===== config.mk =====
export PLATFORM = sky130hd
export DESIGN_NAME = ecsc_group_ctrl
export DESIGN_NICKNAME = d
export VERILOG_FILES = /design/src/rtl/ecsc_pkg.sv /design/src/rtl/ecsc_chan_fsm.sv /design/src/rtl/ecsc_path.sv /design/src/rtl/ecsc_group_ctrl.sv
export SDC_FILE = /design/constraint.sdc
export NUM_CORES = 1
export LEC_CHECK = 0
export ABC_CLOCK_PERIOD_IN_PS = 1740
export BUFFER_PORTS_ARGS = -buffer_cell sky130_fd_sc_hd__buf_2
export CORE_ASPECT_RATIO = 0.7
export CORE_MARGIN = 10
export CORE_UTILIZATION = 40
export DETAILED_ROUTE_END_ITERATION = 7
export PLACE_DENSITY = 0.75
export SYNTH_ARGS = -nofsm -noshare
export SYNTH_HDL_FRONTEND = slang
export SYNTH_SLANG_ARGS = --single-unit
export TNS_END_PERCENT = 20

===== constraint.sdc =====
create_clock -name clk -period 1.74 [get_ports clk]
set_input_delay 0.261 -clock clk [delete_from_list [all_inputs] [get_ports clk]]
set_output_delay 0.261 -clock clk [all_outputs]
set_load 0.01 [all_outputs]

===== src/rtl/ecsc_pkg.sv =====
package ecsc_pkg;

  typedef enum logic [1:0] {
    ST_ADAPT  = 2'd0,
    ST_FROZEN = 2'd1,
    ST_BYPASS = 2'd2,
    ST_MUTE   = 2'd3
  } chan_st_e;

  typedef enum logic [1:0] {
    PAIR_NORMAL = 2'd0,
    PAIR_EXT    = 2'd1,
    PAIR_B2B    = 2'd2
  } pair_e;

  // control word bit positions
  localparam int CB_EXT  = 0;
  localparam int CB_BBM  = 1;
  localparam int CB_ADIS = 2;
  localparam int CB_BYP  = 3;
  localparam int CB_MR   = 4;
  localparam int CB_MS   = 5;
  localparam int CTL_W   = 6;

  typedef struct packed {
    logic mute_s;
    logic mute_r;
    logic byp;
    logic adis;
  } side_ctl_t;

  typedef struct packed {
    logic mute_r;
    logic mute_s;
    logic byp;
    logic blank;
  } slot_ctl_t;

  function automatic logic [7:0] quiet_byte(input logic [1:0] law);
    case (law)
      2'd0:    quiet_byte = 8'h00;
      2'd1:    quiet_byte = 8'h80;
      2'd2:    quiet_byte = 8'hFF;
      default: quiet_byte = 8'hD5;
    endcase
  endfunction

endpackage


===== src/rtl/ecsc_chan_fsm.sv =====
module ecsc_chan_fsm
  import ecsc_pkg::*;
#(
  parameter int FRAMES_REQ = 1
) (
  input  logic      clk,
  input  logic      rst_n,
  input  side_ctl_t eff,
  input  logic      tone_req,
  input  logic      frame_tick,
  output chan_st_e  state,
  output side_ctl_t eff_q,
  output logic      adapt_en,
  output logic      clr_req,
  output logic      clr_done
);

  localparam int CNT_MAX = FRAMES_REQ + 1;
  localparam int CW      = $clog2(CNT_MAX + 1);

  chan_st_e       st_d, st_q;
  logic [CW-1:0]  cnt_q;

  always_comb begin
    if (eff.mute_s || eff.mute_r) st_d = ST_MUTE;
    else if (eff.byp)             st_d = ST_BYPASS;
    else if (eff.adis)            st_d = ST_FROZEN;
    else                          st_d = ST_ADAPT;
  end

  always_ff @(posedge clk) begin
    if (!rst_n) begin
      st_q  <= ST_ADAPT;
      eff_q <= '0;
      cnt_q <= '0;
    end else begin
      st_q  <= st_d;
      eff_q <= eff;
      if (st_q != ST_BYPASS)
        cnt_q <= '0;
      else if (frame_tick && (cnt_q != CW'(CNT_MAX)))
        cnt_q <= cnt_q + 1'b1;
    end
  end

  assign state    = st_q;
  assign adapt_en = (st_q == ST_ADAPT) && !tone_req;
  assign clr_req  = (st_q == ST_BYPASS);
  assign clr_done = (st_q == ST_BYPASS) && (cnt_q == CW'(CNT_MAX));


  done_needs_req_chk: assert property (@(posedge clk) disable iff (!rst_n)
    clr_done |-> clr_req);


  done_on_tick_chk: assert property (@(posedge clk) disable iff (!rst_n)
    $rose(clr_done) |-> $past(frame_tick));


  tone_gates_adapt_chk: assert property (@(posedge clk) disable iff (!rst_n)
    tone_req |-> !adapt_en);


  mute_no_adapt_chk: assert property (@(posedge clk) disable iff (!rst_n)
    (state == ST_MUTE) |-> !adapt_en);

endmodule


===== src/rtl/ecsc_path.sv =====
module ecsc_path
  import ecsc_pkg::*;
#(
  parameter int DATA_W = 16
) (
  input  logic              clk,
  input  logic              rst_n,
  input  logic [1:0]        law,
  input  slot_ctl_t         sc,
  input  logic              in_valid,
  output logic              in_ready,
  input  logic              in_slot,
  input  logic [DATA_W-1:0] in_rin,
  input  logic [DATA_W-1:0] in_sin,
  output logic              out_valid,
  input  logic              out_ready,
  output logic              out_slot,
  output logic [DATA_W-1:0] out_rout,
  output logic [DATA_W-1:0] out_sout,
  output logic [DATA_W-1:0] out_ref
);

  logic [DATA_W-1:0] qc, r_d, s_d, f_d;
  logic              fire;

  assign qc       = DATA_W'(quiet_byte(law));
  assign in_ready = !out_valid || out_ready;
  assign fire     = in_valid && in_ready;

  always_comb begin
    if (sc.blank) begin
      r_d = qc;
      s_d = qc;
      f_d = qc;
    end else begin
      r_d = sc.mute_r ? qc : in_rin;
      s_d = sc.mute_s ? qc : in_sin;
      f_d = (sc.mute_r || sc.byp) ? qc : in_rin;
    end
  end

  always_ff @(posedge clk) begin
    if (!rst_n) begin
      out_valid <= 1'b0;
      out_slot  <= 1'b0;
      out_rout  <= '0;
      out_sout  <= '0;
      out_ref   <= '0;
    end else begin
      if (fire) begin
        out_valid <= 1'b1;
        out_slot  <= in_slot;
        out_rout  <= r_d;
        out_sout  <= s_d;
        out_ref   <= f_d;
      end else if (out_ready) begin
        out_valid <= 1'b0;
      end
    end
  end


  stall_hold_chk: assert property (@(posedge clk) disable iff (!rst_n)
    (out_valid && !out_ready) |=> (out_valid && $stable(out_rout) &&
                                   $stable(out_sout) && $stable(out_ref) &&
                                   $stable(out_slot)));


  stall_blocks_in_chk: assert property (@(posedge clk) disable iff (!rst_n)
    (out_valid && !out_ready) |-> !in_ready);

endmodule


===== src/rtl/ecsc_group_ctrl.sv =====
module ecsc_group_ctrl
  import ecsc_pkg::*;
#(
  parameter int DATA_W     = 16,
  parameter int FRAMES_REQ = 1
) (
  input  logic              clk,
  input  logic              rst_n,
  input  logic [1:0]        law,
  input  logic [5:0]        ctl_a,
  input  logic [5:0]        ctl_b,
  input  logic              tone_byp_a,
  input  logic              tone_byp_b,
  input  logic              frame_tick,
  input  logic              in_valid,
  output logic              in_ready,
  input  logic              in_slot,
  input  logic [DATA_W-1:0] in_rin,
  input  logic [DATA_W-1:0] in_sin,
  output logic              out_valid,
  input  logic              out_ready,
  output logic              out_slot,
  output logic [DATA_W-1:0] out_rout,
  output logic [DATA_W-1:0] out_sout,
  output logic [DATA_W-1:0] out_ref,
  output logic [1:0]        pair_mode,
  output logic [1:0]        st_a,
  output logic [1:0]        st_b,
  output logic              adapt_en_a,
  output logic              adapt_en_b,
  output logic              clr_req_a,
  output logic              clr_req_b,
  output logic              clr_done_a,
  output logic              clr_done_b
);

  localparam int NSIDE = 2;

  pair_e     mode_d, mode_q;
  side_ctl_t raw_a, raw_b;
  side_ctl_t eff   [NSIDE];
  side_ctl_t eff_q [NSIDE];
  chan_st_e  st    [NSIDE];
  logic      tone  [NSIDE];
  logic      aen   [NSIDE];
  logic      creq  [NSIDE];
  logic      cdone [NSIDE];
  slot_ctl_t sc;

  assign raw_a = '{mute_s: ctl_a[CB_MS], mute_r: ctl_a[CB_MR],
                   byp: ctl_a[CB_BYP], adis: ctl_a[CB_ADIS]};
  assign raw_b = '{mute_s: ctl_b[CB_MS], mute_r: ctl_b[CB_MR],
                   byp: ctl_b[CB_BYP], adis: ctl_b[CB_ADIS]};

  always_comb begin
    if (ctl_a[CB_EXT])                     mode_d = PAIR_EXT;
    else if (ctl_a[CB_BBM] && ctl_b[CB_BBM]) mode_d = PAIR_B2B;
    else                                   mode_d = PAIR_NORMAL;
  end

  always_comb begin
    eff[0] = raw_a;
    case (mode_d)
      PAIR_EXT: eff[1] = raw_a;
      PAIR_B2B: eff[1] = '{mute_s: 1'b0, mute_r: 1'b0,
                           byp: raw_b.byp, adis: raw_b.adis};
      default:  eff[1] = raw_b;
    endcase
  end

  assign tone[0] = tone_byp_a;
  assign tone[1] = tone_byp_b;

  always_ff @(posedge clk) begin
    if (!rst_n) mode_q <= PAIR_NORMAL;
    else        mode_q <= mode_d;
  end

  for (genvar g = 0; g < NSIDE; g++) begin : g_side
    ecsc_chan_fsm #(.FRAMES_REQ(FRAMES_REQ)) u_fsm (
      .clk        (clk),
      .rst_n      (rst_n),
      .eff        (eff[g]),
      .tone_req   (tone[g]),
      .frame_tick (frame_tick),
      .state      (st[g]),
      .eff_q      (eff_q[g]),
      .adapt_en   (aen[g]),
      .clr_req    (creq[g]),
      .clr_done   (cdone[g])
    );
  end

  always_comb begin
    if (!in_slot)
      sc = '{mute_r: eff_q[0].mute_r, mute_s: eff_q[0].mute_s,
             byp: eff_q[0].byp, blank: 1'b0};
    else if (mode_q != PAIR_NORMAL)
      sc = '{mute_r: 1'b0, mute_s: 1'b0, byp: 1'b0, blank: 1'b1};
    else
      sc = '{mute_r: eff_q[1].mute_r, mute_s: eff_q[1].mute_s,
             byp: eff_q[1].byp, blank: 1'b0};
  end

  ecsc_path #(.DATA_W(DATA_W)) u_path (
    .clk       (clk),
    .rst_n     (rst_n),
    .law       (law),
    .sc        (sc),
    .in_valid  (in_valid),
    .in_ready  (in_ready),
    .in_slot   (in_slot),
    .in_rin    (in_rin),
    .in_sin    (in_sin),
    .out_valid (out_valid),
    .out_ready (out_ready),
    .out_slot  (out_slot),
    .out_rout  (out_rout),
    .out_sout  (out_sout),
    .out_ref   (out_ref)
  );

  assign pair_mode  = mode_q;
  assign st_a       = st[0];
  assign st_b       = st[1];
  assign adapt_en_a = aen[0];
  assign adapt_en_b = aen[1];
  assign clr_req_a  = creq[0];
  assign clr_req_b  = creq[1];
  assign clr_done_a = cdone[0];
  assign clr_done_b = cdone[1];


  ext_follows_a_chk: assert property (@(posedge clk) disable iff (!rst_n)
    (mode_q == PAIR_EXT) |-> (st_b == st_a));


  ext_from_a_chk: assert property (@(posedge clk) disable iff (!rst_n)
    (pair_mode == PAIR_EXT) |-> $past(ctl_a[CB_EXT]));

endmodule


==> results.sh, run 1 <==
export IMPL_slew_headroom=0.675
export IMPL_status="finished, final reports clean"
export IMPL_fin_util=0.559
export IMPL_grt_max_degree=45
export IMPL_fin_cells=515
export IMPL_start_util=0.421
export IMPL_cp_top_family="simple AND/OR/NAND/NOR gates"
export IMPL_vias_per_cell=5.02
export IMPL_synth_edf_count=0
export IMPL_dp_cells=499
export IMPL_slew_violations=0
export IMPL_grt_pass1_vias=2664
export IMPL_ctsHoldBuffers=0
export IMPL_ys_types=36
export IMPL_netlist_area_um2=2680
export IMPL_clk_pin_slew_ps=70
export IMPL_htree_levels=3
export IMPL_worst_pin_slew_ps=487
export IMPL_vias=2587
export IMPL_fin_area_um2=3560
export IMPL_globalRouteMet2Util=0.244
export IMPL_ios=117
export IMPL_report_final_setup_viol=0
export IMPL_grt_pass1_wl_um=12800
export IMPL_cp_slowest_stage_delay_ps=570
export IMPL_grt_overflow_total=0
export IMPL_area_growth_synth_to_final_pct=32.7
export IMPL_clock_skew_ps=7.15
export IMPL_yosysWarningCount=0
export IMPL_clock_path_buffers=2
export IMPL_cts_tree="built"
export IMPL_ys_seq_area_frac=0.493
export IMPL_die_h_um=88.5
export IMPL_diodes=0
export IMPL_die_w_um=118
export IMPL_hp_class="input port to flip-flop"
export IMPL_endpoint_kind="flip-flop"
export IMPL_required_ps=1990
export IMPL_drv_cap=0
export IMPL_dieArea_um2=10400
export IMPL_cp_slowest_cell="or4b_4"
export IMPL_numCtsBuffers=9
export IMPL_finalPower_mw=3.32
export IMPL_crit_arrival_ps=1940
export IMPL_synth_async_sr_flop_share=0
export IMPL_ant_nets=0
export IMPL_track_usage=0.149
export IMPL_hold_viol=0
export IMPL_n_fill_cell=636
export IMPL_ys_flop_type="dfxtp_1"
export IMPL_drc=0
export IMPL_multi_input_area_um2=1250
export IMPL_power_density_nw_per_um2=935
export IMPL_min_path_cells=3
export IMPL_wirelength_um=7960
export IMPL_synth_seq_cells=66
export IMPL_dp_hpwl_um=6120
export IMPL_dpl_cell_area_um2=3370
export IMPL_cts_sinks=66
export IMPL_reg2reg_depth=5
export IMPL_firstDrtPassIters=4
export IMPL_fmax_mhz=592
export IMPL_regArea_um2=1320
export IMPL_post_drt_wl_per_cell_um=15.5
export IMPL_criticalPathCategory="flip-flop to flip-flop"
export IMPL_cp_max_fo=7
export IMPL_num_nets_final=477
export IMPL_drive_gt1_frac=0.370
export IMPL_path_buf_inv=1
export IMPL_synth_cells=303
export IMPL_avgSynthCellArea_um2=8.84
export IMPL_antenna_found_initial=0
export IMPL_path_cells="or4b_4 -> a211oi_4 -> buf_6 -> nand2_1 -> a31oi_1"
export IMPL_fin_crit_ps=1690
export IMPL_vdd_drop_max_mv=0.413
export IMPL_drtIter0Drc=116
export IMPL_portBuffers=115
export IMPL_crit_cells=5
export IMPL_rsz0062_at_grt="true"
export IMPL_start_kind="flip-flop"
export IMPL_rows=24
export IMPL_use_met1=0.178
export IMPL_use_met3=0.0693
export IMPL_leakage_nw=1.72
export IMPL_gp_congestion=0.733
export IMPL_clk_latency_ps=330
export IMPL_synthesis_nets=359
export IMPL_top_usage_layer="met2"
export IMPL_timing_final_crit_share=0.971
export IMPL_clockRootBuffer="clkbuf_8"
export IMPL_fp_coreArea_um2=6370
==> state kept, by name, indices dropped and copies added (netlist names) <==
register            count
u_path.out_valid        1
g_side.u_fsm.state      4
u_path.out_sout        16
u_path.out_slot         1
g_side.u_fsm.eff_q      6
u_path.out_rout        16
u_path.out_ref         16
pair_mode               2
g_side.u_fsm.cnt_q      4
==> report_power, final <==
part | total, mW | internal (mW) | switching [mW]
clock | 1.05 | 0.529 | 0.523
sequential | 1.66 | 1.61 | 0.0487
combinational | 0.611 | 0.273 | 0.339
total | 3.32 | 2.41 | 0.911
==> Yosys cell counts, drive strengths merged (3+ instances only) <==
cell type	count	area share
a211oi	4	0.016
a21oi	31	0.059
a22oi	14	0.039
a2bb2oi	8	0.026
a31oi	4	0.0093
and2	7	0.016
and3	7	0.016
buf	3	0.0079
clkbuf	20	0.028
dfxtp	66	0.49
inv	5	0.0070
mux2i	12	0.045
nand2	20	0.029
nand2b	5	0.012
nand3	12	0.022
nor2	31	0.043
nor2b	5	0.012
nor3	6	0.011
o21ai	23	0.043
or2	3	0.0070
==> final timing paths <==
path,startpoint,to,slack (ps)
max,g_side[1].u_fsm.eff_q[2]$_SDFF_PN0_,u_path.out_ref[2]$_SDFFE_PN0P_,50
min,in_rin[5],u_path.out_ref[5]$_SDFFE_PN0P_,190
max reg2reg,g_side[1].u_fsm.eff_q[2]$_SDFF_PN0_,u_path.out_ref[2]$_SDFFE_PN0P_,50
min reg2reg,u_path.out_rout[8]$_SDFFE_PN0P_,u_path.out_rout[8]$_SDFFE_PN0P_,460
==> per-layer routing <==
layer	up-vias	share of wire
met5	-	0
met4	0	0.0025
met3	3	0.072
met2	79	0.46
met1	1201	0.46
li1	1304	-
==> worst reg2reg max path, delay by kind of cell, from the launching register on <==
family,cells,cell delay (ps)
and+or+nand+nor,2,620
AOI/OAI and AO/OA,2,500
DFF,1,320
buffers and inverters,1,180
==> per-stage QoR <==
stage | setup TNS (ps) | hold slack, ps | setup WS (ps)
after floorplan | 0 | 397 | 91.5
after global placement | 0 | 441 | 88.7
after detailed placement | 0 | 451 | 7.50
after CTS | 0 | 170 | 15.6
after global routing | -165 | 174 | -37.0
final | 0 | 194 | 50.7
==> cell type report <==
type / instances / area share
Tap cell: 91 / 0.0320
Clock buffer: 10 / 0.0387
Timing Repair Buffer: 130 / 0.195
Inverter: 5 / 0.00528
Clock inverter: 4 / 0.00563
Sequential cell: 66 / 0.372
Multi-Input combinational cell: 209 / 0.352
==> repair_timing <==
item,CTS,global route
buffers inserted,0,2
resized for setup,0,7
endpoints found under the setup margin,0,14
==> cells by family (layout without fill, tap and decap cells) <==
logic type	after synthesis	in the layout	synth area share
flops	66	66	0.493
buf+inv	28	149	0.0430
simple gates	104	104	0.195
mux	12	12	0.0448
xor+xnor	2	2	0.00654
fa+ha+maj	2	2	0.00934
compound gates	89	89	0.208
==> placed cells by master, fill, tap and decap left out, types with 5 or more instances in the layout <==
master	count
buf_2	115
dfxtp_1	65
nor2_1	31
a21oi_1	30
o21ai_0	23
nand2_1	17
a22oi_1	14
buf_4	14
nand3_1	12
mux2i_1	12
clkbuf_8	10
a2bb2oi_1	8
and2_1	7
and3_1	7
nor3_1	6
inv_1	5
nor2b_1	5
(Power assumes the default switching activity.)
==> inputs of run 2 (changes only) <==
--- a/config.mk
+++ b/config.mk
@@ -5,14 +5,16 @@
 export SDC_FILE = /design/constraint.sdc
 export NUM_CORES = 1
 export LEC_CHECK = 0
+export ABC_AREA = 1
 export ABC_CLOCK_PERIOD_IN_PS = 1740
 export BUFFER_PORTS_ARGS = -buffer_cell sky130_fd_sc_hd__buf_2
 export CORE_ASPECT_RATIO = 0.7
 export CORE_MARGIN = 10
 export CORE_UTILIZATION = 40
 export DETAILED_ROUTE_END_ITERATION = 7
-export PLACE_DENSITY = 0.75
+export PLACE_DENSITY = 0.73
 export SYNTH_ARGS = -nofsm -noshare
 export SYNTH_HDL_FRONTEND = slang
+export SYNTH_HIERARCHICAL = 1
 export SYNTH_SLANG_ARGS = --single-unit
 export TNS_END_PERCENT = 20
==> results.sh, run 2 <==
export IMPL_vdd_drop_max_mv=0.466
export IMPL_ant_nets=0
export IMPL_synth_cells=443
export IMPL_clk_pin_slew_ps=70
export IMPL_met1Wirelength_um=3740
export IMPL_endpoint_kind="flip-flop"
export IMPL_whs_ps=137
export IMPL_portBuffers=115
export IMPL_drv_cap=0
export IMPL_status="finished, final reports clean"
export IMPL_n_fill_cell=745
export IMPL_dieArea_um2=11500
export IMPL_fin_setup_tns_ps=0
export IMPL_antenna_found_initial=0
export IMPL_htree_levels=3
export IMPL_rows=26
export IMPL_vias=3055
export IMPL_met3WireLength_um=827
export IMPL_dp_hpwl_um=6610
export IMPL_regArea_um2=1320
export IMPL_ios=117
export IMPL_postCtsSetupBuffers=0
export IMPL_die_h_um=92.6
export IMPL_crit_arrival_ps=1810
export IMPL_dr_wl_met2_um=3940
export IMPL_highest_layer="met4"
export IMPL_criticalPathCategory="flip-flop to flip-flop"
export IMPL_multi_input_area_um2=1380
export IMPL_fin_ws_ps=207
export IMPL_area_growth_synth_to_final_pct=29.2
export IMPL_slew_headroom=0.649
export IMPL_clock_skew_ps=11.7
export IMPL_timing_final_crit_share=0.881
export IMPL_cts_tree="built"
export IMPL_cp_max_fo=8
export IMPL_fin_crit_ps=1530
export IMPL_avgSynthCellArea_um2=6.81
export IMPL_synthesis_nets=499
export IMPL_slew_violations=0
export IMPL_drc=0
export IMPL_power_density_nw_per_um2=970
export IMPL_leakage_nw=2.14
export IMPL_num_nets_final=614
export IMPL_reg_largest_list="u_path/out_ref x16, u_path/out_rout x16, u_path/out_sout x16"
export IMPL_grt_pass1_wl_um=14200
export IMPL_drtIter0Drc=253
export IMPL_worst_pin_slew_ps=524
export IMPL_clockRootBuffer="clkbuf_8"
export IMPL_clock_path_buffers=2
export IMPL_layout_common_cells="buf_2 (115), nand2_1 (114), nor2_1 (81)"
export IMPL_firstDrtPassIters=5
export IMPL_start_kind="flip-flop"
export IMPL_fmax_mhz=652
export IMPL_track_usage=0.154
export IMPL_grt_pass1_vias=3023
export IMPL_clk_latency_ps=340
export IMPL_die_w_um=124
export IMPL_grt_overflow_total=0
export IMPL_hp_class="input port to flip-flop"
export IMPL_grt_max_degree=50
export IMPL_hold_viol=0
export IMPL_netlist_area_um2=3020
export IMPL_r2r_slack_ps=210
export IMPL_layout_commonest_cell="buf_2"
export IMPL_diodes=0
export IMPL_yosysWarningCount=6
export IMPL_wirelength_um=8590
export IMPL_cts_sinks=66
export IMPL_vias_per_cell=4.62
export IMPL_pre_cts_ws_ps=82.6
export IMPL_start_util=0.412
export IMPL_fp_coreArea_um2=7320
export IMPL_post_drt_wl_per_cell_um=13.0
export IMPL_numCtsBuffers=9
export IMPL_report_final_setup_viol=0
export IMPL_required_ps=2020
export IMPL_fin_util=0.532
export IMPL_drive_gt1_frac=0.291
export IMPL_gp_congestion=0.801
export IMPL_rsz0062_at_grt="false"
-- run 2: changes by cell type in the layout (fill, tap and decap cells not counted), sizes merged, moves of 8 or more --
cell,previous run,this run
nor2,31,89
a22oi,14,0
nand3,12,27
inv,5,52
a2bb2oi,8,0
mux2i,12,0
a21boi,0,8
nand2,20,122
a21oi,31,20
-- run 2: timing repair --
action,in CTS,in global routing
hold buffers,0,0
setup endpoints to repair,0,8
gates resized for setup,0,2
-- run 2: area by class of cell --
class / instances / area share
multi-input cells: 305 / 0.355
flip-flops and latches: 66 / 0.339
repair buffers: 123 / 0.166
inverters: 53 / 0.0517
clock buffers: 11 / 0.0363
well taps: 98 / 0.0315
clock inverters: 5 / 0.0199
-- run 2: metrics by stage --
| stage | area, µm² | total power, mW | std cells |
|---|---|---|---|
| floorplan | 3020 | 2.13 | 443 |
| global placement | 3670 | 2.39 | 645 |
| detailed placement | 3670 | 2.41 | 645 |
| CTS | 3890 | 3.83 | 661 |
| global route | 3900 | 3.99 | 661 |
| finish | 3900 | 3.78 | 661 |
-- run 2: final timing paths --
path / start / to / cells after the start
max: pair_mode[1]$_SDFF_PN0_ / u_path/out_ref[14]$_SDFFE_PN0P_ / 8
max reg2reg: pair_mode[1]$_SDFF_PN0_ / u_path/out_ref[14]$_SDFFE_PN0P_ / 8
min: ctl_a[3] / g_side[0].u_fsm/state[0]$_SDFF_PN0_ / 2
min reg2reg: u_path/out_rout[14]$_SDFFE_PN0P_ / u_path/out_rout[14]$_SDFFE_PN0P_ / 2
-- run 2: metal layers --
metal	GRT usage	vias to the layer above
li1	-	1601
met1	0.184	1366
met2	0.245	80
met3	0.0691	8
met4	0.0426	0
met5	0	-
-- run 2: power breakdown --
group,leakage (nW),internal [mW],switching (mW),total (mW)
Clock,0.109,0.841,0.564,1.40
Combinational,1.49,0.269,0.426,0.695
Sequential,0.546,1.62,0.0561,1.68
-- run 2: worst max-delay path, stage by stage (launching register included) --
cell and delay (ps):
dfxtp_1 340, nor2_2 70, nand2_1 70, nand2_1 110, nor2_1 450, nand3_1 140, nor2_1 160, nor2_1 50
nor2_1 80
==> inputs of run 3 (changes only) <==
--- a/config.mk
+++ b/config.mk
@@ -8,10 +8,10 @@
 export ABC_AREA = 1
 export ABC_CLOCK_PERIOD_IN_PS = 1740
 export BUFFER_PORTS_ARGS = -buffer_cell sky130_fd_sc_hd__buf_2
-export CORE_ASPECT_RATIO = 0.7
-export CORE_MARGIN = 10
+export CORE_MARGIN = 2
 export CORE_UTILIZATION = 40
 export DETAILED_ROUTE_END_ITERATION = 7
+export MAX_ROUTING_LAYER = met4
 export PLACE_DENSITY = 0.73
 export SYNTH_ARGS = -nofsm -noshare
 export SYNTH_HDL_FRONTEND = slang
==> results.sh, run 3 (synthesized netlist as in run 2, its figures left out) <==
export IMPL_dp_hpwl_um=5490
export IMPL_clock_skew_ps=17.5
export IMPL_cp_slowest_cell="nor2_4"
export IMPL_hp_class="input port to flip-flop"
export IMPL_pre_cts_ws_ps=114
export IMPL_clockRootBuffer="clkbuf_8"
export IMPL_htree_levels=3
export IMPL_diodes=0
export IMPL_hold_viol=0
export IMPL_slew_headroom=0.634
export IMPL_gp_congestion=0.846
export IMPL_fp_coreArea_um2=7290
export IMPL_finalPower_mw=3.71
export IMPL_cts_sinks=66
export IMPL_grt_pass1_vias=2775
export IMPL_ios=117
export IMPL_wirelength_um=7470
export IMPL_drtIter0Drc=129
export IMPL_start_kind="flip-flop"
export IMPL_ant_nets=0
export IMPL_layout_common_cells="buf_2 (115), nand2_1 (114), nor2_1 (82)"
export IMPL_worst_pin_slew_ps=546
export IMPL_fin_util=0.534
export IMPL_drive_gt1_frac=0.292
export IMPL_reg2reg_to="u_path/out_sout[11]$_SDFFE_PN0P_"
export IMPL_path_cells="nor2_1 -> nor2_1 -> nor2_4 -> nand2_1 -> nand2_1 -> o21ai_0 -> nor2_1"
export IMPL_numCtsBuffers=9
export IMPL_die_h_um=90.8
export IMPL_cp_max_fo=15
export IMPL_rsz0062_at_grt="true"
export IMPL_status="finished, final reports clean"
export IMPL_ctsHoldBuffers=0
export IMPL_vdd_drop_max_mv=0.469
export IMPL_min_path_cells=2
export IMPL_r2r_slack_ps=180
export IMPL_clk_pin_slew_ps=80
export IMPL_endpoint_kind="flip-flop"
export IMPL_die_w_um=90.8
export IMPL_vias=3035
export IMPL_area_growth_synth_to_final_pct=29.2
export IMPL_fin_setup_tns_ps=0
export IMPL_grt_overflow_total=0
export IMPL_cp_top_family="simple AND/OR/NAND/NOR gates"
export IMPL_start_util=0.414
export IMPL_cts_tree="built"
export IMPL_antenna_found_initial=0
export IMPL_fin_crit_ps=1560
export IMPL_rows=31
export IMPL_criticalPathCategory="flip-flop to flip-flop"
export IMPL_layout_commonest_cell="buf_2"
export IMPL_drc=0
export IMPL_slew_violations=0
export IMPL_reg2reg_depth=7
export IMPL_crit_arrival_ps=1830
export IMPL_dieArea_um2=8250
export IMPL_clock_path_buffers=2
export IMPL_reg_largest_list="u_path/out_ref x16, u_path/out_rout x16, u_path/out_sout x16"
export IMPL_portBuffers=115
export IMPL_timing_final_crit_share=0.895
export IMPL_cp_slowest_stage_delay_ps=370
export IMPL_firstDrtPassIters=4
export IMPL_fin_ws_ps=182
export IMPL_grt_pass1_wl_um=12400
export IMPL_num_nets_final=613
export IMPL_required_ps=2010
export IMPL_hp_start="ctl_a[3]"
export IMPL_grt_max_degree=40
export IMPL_crit_top_cell="nor2_1"
export IMPL_worst_hold_path_endpoint="g_side[0].u_fsm/state[0]$_SDFF_PN0_"
export IMPL_clk_latency_ps=340
export IMPL_vias_per_cell=4.59
export IMPL_power_density_nw_per_um2=952
export IMPL_post_drt_wl_per_cell_um=11.3
export IMPL_drv_cap=0
export IMPL_track_usage=0.190
export IMPL_report_final_setup_viol=0
export IMPL_leakage_nw=2.14
export IMPL_path_buf_inv=0
export IMPL_r2r_start="pair_mode[1]$_SDFF_PN0_"
export IMPL_fmax_mhz=642
export IMPL_setup_worst_path_start="pair_mode[1]$_SDFF_PN0_"
## run 3: worst register-to-register path, stage by stage, from the launching register on
cell	delay [ps]
dfxtp_1	310
nor2_1	250
nor2_1	200
nor2_4	370
nand2_1	110
nand2_1	80
o21ai_0	80
nor2_1	90
## run 3: area by class of cell
cell class | instances | area, µm²
inverters | 53 | 205
clock buffers | 10 | 138
multi-input cells | 305 | 1380
fillers | 777 | 3400
repair buffers | 122 | 653
clock inverters | 6 | 72.6
flip-flops and latches | 66 | 1320
well taps | 99 | 124
## run 3: how the worst max path moves through the flow
stage | to | slack (ps) | depth (start not counted)
CTS | u_path/out_sout[11]$_SDFFE_PN0P_ | 130 | 7
floorplan | u_path/out_sout[14]$_SDFFE_PN0P_ | 310 | 8
detailed placement | u_path/out_sout[3]$_SDFFE_PN0P_ | 110 | 9
finish | u_path/out_sout[11]$_SDFFE_PN0P_ | 180 | 7
global route | u_path/out_sout[11]$_SDFFE_PN0P_ | -3 | 7
global placement | u_path/out_sout[5]$_SDFFE_PN0P_ | 150 | 9
## run 3: stage by stage
step                      instances  cell area, µm²  hold slack [ps]
final                           661            3890              127
after detailed placement        645            3680              456
after floorplan                 443            3020              354
after global placement          645            3680              449
after global routing            661            3890              121
after CTS                       661            3890              102
## run 3: what timing repair did
| item | in CTS | in global routing |
|---|---|---|
| setup buffers | 0 | 0 |
| gates resized for setup | 0 | 2 |
| setup endpoints to repair | 0 | 4 |
## run 3: report_power, final
part	switching [mW]	internal [mW]
clock	0.631	0.716
combinational	0.415	0.270
sequential	0.0547	1.62
total	1.10	2.61
## run 3: metal layers
| layer | wire, µm | vias to the layer above | global-route usage |
|---|---|---|---|
| met5 | 0 | - | - |
| met4 | 85 | 0 | 0.0732 |
| met3 | 543 | 9 | 0.0467 |
| met2 | 3360 | 102 | 0.299 |
| met1 | 3480 | 1325 | 0.235 |
| li1 | - | 1599 | - |
